`src/rtl/mbp_pkg.sv`:
```
package mbp_pkg;

  // Bank codes as decoded from the slave address byte.
  typedef enum logic [1:0] {
    BLK_TIME  = 2'd0,
    BLK_DATA0 = 2'd1,
    BLK_DATA1 = 2'd2,
    BLK_NONE  = 2'd3
  } blk_e;

  // Byte-level operation presented by the protocol engine this cycle.
  typedef enum logic [1:0] {
    OP_IDLE = 2'd0,
    OP_LOAD = 2'd1,
    OP_WR   = 2'd2,
    OP_RD   = 2'd3
  } op_e;

endpackage

```
`src/rtl/mbp_op_decode.sv`:
```
module mbp_op_decode
  import mbp_pkg::*;
(
  input  logic rd_byte,
  input  logic wr_byte,
  input  logic is_addr_byte,
  output op_e  op
);

  // Write strobes take precedence over a coincident read strobe.
  always_comb begin
    op = OP_IDLE;
    if (wr_byte) begin
      op = is_addr_byte ? OP_LOAD : OP_WR;
    end else if (rd_byte) begin
      op = OP_RD;
    end
  end

endmodule

```
`src/rtl/mbp_ptr_step.sv`:
```
module mbp_ptr_step
  import mbp_pkg::*;
#(
  parameter int PTR_W     = 8,
  parameter int TK_REGS   = 13,
  parameter int PAGE_BITS = 3
) (
  input  logic [PTR_W-1:0] ptr,
  input  blk_e             blk,
  input  logic             is_write,
  output logic [PTR_W-1:0] ptr_nxt,
  output logic             tk_wrap
);

  localparam logic [PTR_W-1:0] TK_LAST   = PTR_W'(TK_REGS - 1);
  localparam logic [PTR_W-1:0] PAGE_MASK = PTR_W'((1 << PAGE_BITS) - 1);
  localparam logic [PTR_W-1:0] ONE       = PTR_W'(1);

  logic [PTR_W-1:0] ptr_inc;
  logic [PTR_W-1:0] ptr_page;
  logic             is_data_blk;

  assign ptr_inc     = ptr + ONE;
  assign ptr_page    = (ptr & ~PAGE_MASK) | (ptr_inc & PAGE_MASK);
  assign is_data_blk = (blk == BLK_DATA0) || (blk == BLK_DATA1);

  always_comb begin
    tk_wrap = 1'b0;
    ptr_nxt = ptr_inc;
    if (blk == BLK_TIME) begin
      tk_wrap = (ptr >= TK_LAST);
      ptr_nxt = tk_wrap ? '0 : ptr_inc;
    end else if (is_data_blk && is_write) begin
      ptr_nxt = ptr_page;
    end
  end

endmodule

```
`src/rtl/mbp_shadow.sv`:
```
module mbp_shadow #(
  parameter int DATA_W  = 8,
  parameter int PTR_W   = 8,
  parameter int TK_REGS = 13
) (
  input  logic                      clk,
  input  logic                      rst_i_n,
  input  logic                      capture,
  input  logic [TK_REGS*DATA_W-1:0] live_time,
  input  logic [PTR_W-1:0]          rd_idx,
  output logic [DATA_W-1:0]         rd_byte_q
);

  logic [DATA_W-1:0] sh_q [TK_REGS];

  for (genvar gi = 0; gi < TK_REGS; gi++) begin : g_reg
    always_ff @(posedge clk or negedge rst_i_n) begin
      if (!rst_i_n) begin
        sh_q[gi] <= '0;
      end else if (capture) begin
        sh_q[gi] <= live_time[gi*DATA_W +: DATA_W];
      end
    end
  end

  // Indices past the last register read as zero.
  always_comb begin
    rd_byte_q = '0;
    for (int i = 0; i < TK_REGS; i++) begin
      if (rd_idx == PTR_W'(i)) begin
        rd_byte_q = sh_q[i];
      end
    end
  end

endmodule

```
`src/rtl/mbp_addr_ptr.sv`:
```
module mbp_addr_ptr
  import mbp_pkg::*;
#(
  parameter int DATA_W    = 8,
  parameter int PTR_W     = 8,
  parameter int BLK_W     = 2,
  parameter int TK_REGS   = 13,
  parameter int PAGE_BITS = 3,
  parameter int SYNC_STG  = 2
) (
  input  logic                      clk,
  input  logic                      rst_n,
  input  logic                      start,
  input  logic [BLK_W-1:0]          block_sel,
  input  logic                      rd_byte,
  input  logic                      wr_byte,
  input  logic                      is_addr_byte,
  input  logic [DATA_W-1:0]         wdata,
  input  logic [TK_REGS*DATA_W-1:0] live_time,
  input  logic [DATA_W-1:0]         mem_rdata,
  output logic [PTR_W-1:0]          ptr,
  output logic                      snapshot_en,
  output logic                      mem_we,
  output logic [BLK_W+PTR_W-1:0]    mem_addr,
  output logic [DATA_W-1:0]         rd_data
);

  localparam int ADDR_W = BLK_W + PTR_W;

  // Reset: asserted asynchronously, released on a clock edge.
  logic [SYNC_STG-1:0] rst_sync_q;
  logic                rst_i_n;

  always_ff @(posedge clk or negedge rst_n) begin
    if (!rst_n) begin
      rst_sync_q <= '0;
    end else begin
      rst_sync_q <= {rst_sync_q[SYNC_STG-2:0], 1'b1};
    end
  end
  assign rst_i_n = rst_sync_q[SYNC_STG-1];

  blk_e             blk;
  op_e              op;
  logic [PTR_W-1:0] ptr_q;
  logic [PTR_W-1:0] ptr_d;
  logic             ptr_en;
  logic [PTR_W-1:0] ptr_step;
  logic             tk_wrap;
  logic             step_now;
  logic [DATA_W-1:0] shadow_rd;

  assign blk = blk_e'(block_sel);

  mbp_op_decode u_dec (
    .rd_byte      (rd_byte),
    .wr_byte      (wr_byte),
    .is_addr_byte (is_addr_byte),
    .op           (op)
  );

  mbp_ptr_step #(
    .PTR_W     (PTR_W),
    .TK_REGS   (TK_REGS),
    .PAGE_BITS (PAGE_BITS)
  ) u_step (
    .ptr      (ptr_q),
    .blk      (blk),
    .is_write (op == OP_WR),
    .ptr_nxt  (ptr_step),
    .tk_wrap  (tk_wrap)
  );

  assign step_now    = (op == OP_WR) || (op == OP_RD);
  assign snapshot_en = start || (step_now && tk_wrap);

  mbp_shadow #(
    .DATA_W  (DATA_W),
    .PTR_W   (PTR_W),
    .TK_REGS (TK_REGS)
  ) u_shadow (
    .clk       (clk),
    .rst_i_n   (rst_i_n),
    .capture   (snapshot_en),
    .live_time (live_time),
    .rd_idx    (ptr_q),
    .rd_byte_q (shadow_rd)
  );

  // Pointer next-state.
  always_comb begin
    ptr_en = 1'b0;
    ptr_d  = ptr_q;
    unique case (op)
      OP_LOAD: begin
        ptr_en = 1'b1;
        ptr_d  = PTR_W'(wdata);
      end
      OP_WR, OP_RD: begin
        ptr_en = 1'b1;
        ptr_d  = ptr_step;
      end
      default: begin
        ptr_en = 1'b0;
        ptr_d  = ptr_q;
      end
    endcase
  end

  // Pointer register.
  always_ff @(posedge clk or negedge rst_i_n) begin
    if (!rst_i_n) begin
      ptr_q <= '0;
    end else if (ptr_en) begin
      ptr_q <= ptr_d;
    end
  end

  assign ptr      = ptr_q;
  assign mem_addr = ADDR_W'({block_sel, ptr_q});
  assign mem_we   = (op == OP_WR) && (blk != BLK_NONE);

  always_comb begin
    unique case (blk)
      BLK_TIME:             rd_data = shadow_rd;
      BLK_DATA0, BLK_DATA1: rd_data = mem_rdata;
      default:              rd_data = '0;
    endcase
  end

endmodule

```
`config.mk`:
```
export PLATFORM = sky130hd
export DESIGN_NAME = mbp_addr_ptr
export DESIGN_NICKNAME = d
export VERILOG_FILES = /design/src/rtl/mbp_pkg.sv /design/src/rtl/mbp_op_decode.sv /design/src/rtl/mbp_ptr_step.sv /design/src/rtl/mbp_shadow.sv /design/src/rtl/mbp_addr_ptr.sv
export SDC_FILE = /design/constraint.sdc
export NUM_CORES = 1
export LEC_CHECK = 0
export BUFFER_PORTS_ARGS = -buffer_cell sky130_fd_sc_hd__clkbuf_2
export CAP_MARGIN = 20
export CORE_ASPECT_RATIO = 1.75
export CORE_MARGIN = 3
export CORE_UTILIZATION = 34
export CTS_BUF_LIST = sky130_fd_sc_hd__clkbuf_16
export CTS_CLUSTER_SIZE = 16
export DETAILED_ROUTE_END_ITERATION = 8
export GPL_ROUTABILITY_DRIVEN = 0
export SETUP_SLACK_MARGIN = 0.02
export SLEW_MARGIN = 25
export SYNTH_ARGS = -nofsm -noshare
export SYNTH_HDL_FRONTEND = slang
export SYNTH_SLANG_ARGS = --single-unit
```
`constraint.sdc`:
```
create_clock -name clk -period 5.95 [get_ports clk]
set_input_delay 0.595 -clock clk [delete_from_list [all_inputs] [get_ports clk]]
set_output_delay 0.595 -clock clk [all_outputs]
set_load 0.02 [all_outputs]
```
==> impl_metrics.toml <==
[sta]
layout_min_cycle_time_ns = 4.08
fin_setup_tns_ns = 0
rsz0062_at_grt = "false"
finalSetupViolations = 0
hold_viol = 0
drv_slew = 0
finClkSkew_ns = 0.00598
max_freq_ghz = 0.245
finalCritPeriodShare = 0.686
tightestPinTransition_ns = 0.826
max_slew_margin = 0.449

[synthesis]
synthArstFlopShare = 1.00
synthDistinctLibCells = 57
synth-adder-area-share = 0.0124
synthesis.area_mm2 = 0.00604
synthMuxAreaShare = 0.188
synth_xor_area_frac = 0
synth_top_flop_cell = "dfrtp_1"
synth-simple-area-share = 0.111
syn_avg_cell_area_um2 = 10.6
synth_edf_count = 0
synthCells = 569
synth_nets = 703
ys_warn_count = 0
ys_ff_latch = 114
synth_top_family_by_area = "multiplexers"
ys_seq_area_frac = 0.472
synth-compound-area-share = 0.164

[power_and_ir_drop]
ir_drop_mv = 0.226
leakagePower_nw = 3.33
power_density_mw_per_mm2 = 359

[cts]
numCtsBuffers = 17
clk_pin_slew_ns = 0.06
cts_buffer_depth = 2
root_buffer = "clkbuf_16"
cts_resized = 0
cts_tree = "yes"
clock_latency_ns = 0.41
htree_levels = 4
postCtsSetupBuffers = 0
holdBufCountCts = 1
cts_sinks = 114

[drt]
route.detailed.drc = 0
vias = 5176
drtIter0Drc = 380
wl_per_cell_um = 20.2
routed_wl_um = 19000
first_pass_iters = 5
ant_nets = 0
vias_per_cell = 5.50

[die]
rows = 63
die_h_um = 182
die_area_mm2 = 0.0195
core_mm2 = 0.0172
fp.dieW_um = 107
start_util = 0.352
num_io_pins = 156

[global_route]
grt_pass1_vias = 5425
grt_max_degree = 91
grt_overflow = 0
antenna_found_initial = 0
grt_pass1_wl_um = 29300
grt_util_all_layers = 0.197

[run]
maxCapViolCount = 0

[worst_setup_path]
crit_type = "reg -> out"
critPathMaxFanout = 22
end_kind = "output pin"
critPathArrivalTime_ns = 3.49
critPathLaunchType = "register"
r2r_slack_ns = 2.80
r2r_end = "u_shadow.sh_q[57]$_DFFE_PN0P_"
ff2ff_path_depth = 6
cp.required_ns = 5.36
reg2reg_from = "ptr[7]$_DFFE_PN0P_"

[outcome]
outcome = "finished clean"

[placement]
dpl.hpwl_um = 14600
io_buffers = 155
dp.cells = 908

[final_layout]
layout-drive-gt1-share = 0.279
area_growth_syn_to_layout_pct = 25.2
finalNetCount = 835
final_cell_count_no_fill = 941
fill_cells = 1714
n_antenna_cell = 0
multi_input_area_mm2 = 0.00289
seq_area_mm2 = 0.00286

[worst_hold_path]
hold_class = "reg -> async"
cell usage in the layout (no fill, tap or decap), types with 5 or more instances in the layout:
cell type,synthesis,layout
bufinv_16,0,5
nor2b_1,10,10
o31ai_1,6,6
a32oi_1,6,6
o22ai_1,11,11
o21ai_0,31,31
a21oi_1,31,31
mux2_1,101,101
o21ai_1,14,14
ha_1,6,6
nand2_1,40,40
clkbuf_16,0,17
a211oi_1,6,6
dfrtp_1,114,113
and3_1,6,6
nor3_1,9,9
inv_1,13,14
clkbuf_2,0,155
nand2b_1,6,6
o221ai_1,5,5
nand3_1,16,16
a221oi_1,8,8
nor2_1,23,23
worst max path at each step:
| stage | start | endpoint |
|---|---|---|
| 3_5_place_dp | ptr[7]$_DFFE_PN0P_ | rd_data[2] |
| 4_1_cts | ptr[1]$_DFFE_PN0P_ | rd_data[0] |
| 5_1_grt | ptr[1]$_DFFE_PN0P_ | rd_data[0] |
| 2_1_floorplan | rst_sync_q[1]$_DFF_PN0_ | ptr[0]$_DFFE_PN0P_ |
| 3_3_place_gp | ptr[1]$_DFFE_PN0P_ | rd_data[0] |
| 6_report | ptr[1]$_DFFE_PN0P_ | rd_data[0] |
cells by family after synthesis:
logic type                 after synthesis
adders and majority gates                6
DFF                                    114
and+or+nand+nor                        133
buffers and inverters                   63
AOI/OAI and AO/OA                      151
other                                    1
muxes                                  101
stage by stage:
step	util	hold slack [ns]	total power [mW]	worst slack [ns]	cell area (um^2)
2_1_floorplan	-	0.299	1.39	2.54	6040
3_3_place_gp	0.402	0.209	1.60	2.44	6910
3_5_place_dp	0.402	0.228	1.62	2.33	6910
4_1_cts	0.440	0.232	2.73	1.87	7560
5_1_grt	0.440	0.250	2.84	1.47	7570
6_report	0.440	0.221	2.72	1.87	7570
power breakdown:
group	internal (mW)	switching, mW	leakage (nW)	total (mW)
Combinational	0.238	0.403	1.68	0.641
Sequential	0.874	0.0981	1.34	0.972
Clock	0.739	0.368	0.306	1.11
layer usage:
layer,wire length [um],share of wire,GRT usage
met1,7070,0.37,0.218
met2,10100,0.53,0.350
met5,0,0,0
met4,919,0.048,0.110
met3,941,0.049,0.0386
worst max-delay path, stage by stage (launching register included):
cell and delay (ns):
dfrtp_1 0.46, inv_1 0.12, ha_1 0.68, nor2b_1 0.32
a221oi_1 0.35, o31ai_1 0.13, and3_1 0.20, a2111oi_0 0.45
o21ai_1 0.17, clkbuf_2 0.19
final cells by class:
cell class / count / share of cell area
multi-input cells: 392 / 0.383
flip-flops and latches: 114 / 0.378
repair buffers: 162 / 0.111
clock buffers: 17 / 0.0562
well taps: 227 / 0.0375
clock inverters: 15 / 0.0284
inverters: 14 / 0.00695
sequential cells by signal, indices dropped and copies added (netlist names):
name,cells
ptr,8
rst_sync_q,2
u_shadow.sh_q,104
synth_stat cells, drive strengths merged, types with 5 or more instances:
master / n / area share
nor3: 9 / 0.0075
a211oi: 6 / 0.0075
and3: 6 / 0.0062
a221oi: 8 / 0.012
o31ai: 7 / 0.0095
o22ai: 11 / 0.011
nand2b: 7 / 0.0077
buf: 25 / 0.028
a21oi: 31 / 0.026
ha: 6 / 0.012
o21ai: 46 / 0.039
o221ai: 5 / 0.0072
clkbuf: 24 / 0.015
nor2b: 10 / 0.010
mux2: 101 / 0.19
inv: 14 / 0.0087
nand3: 16 / 0.013
nand2: 40 / 0.025
a32oi: 6 / 0.0087
dfrtp: 114 / 0.47
nor2: 25 / 0.016
No activity file was read; power rests on OpenSTA's default activity.
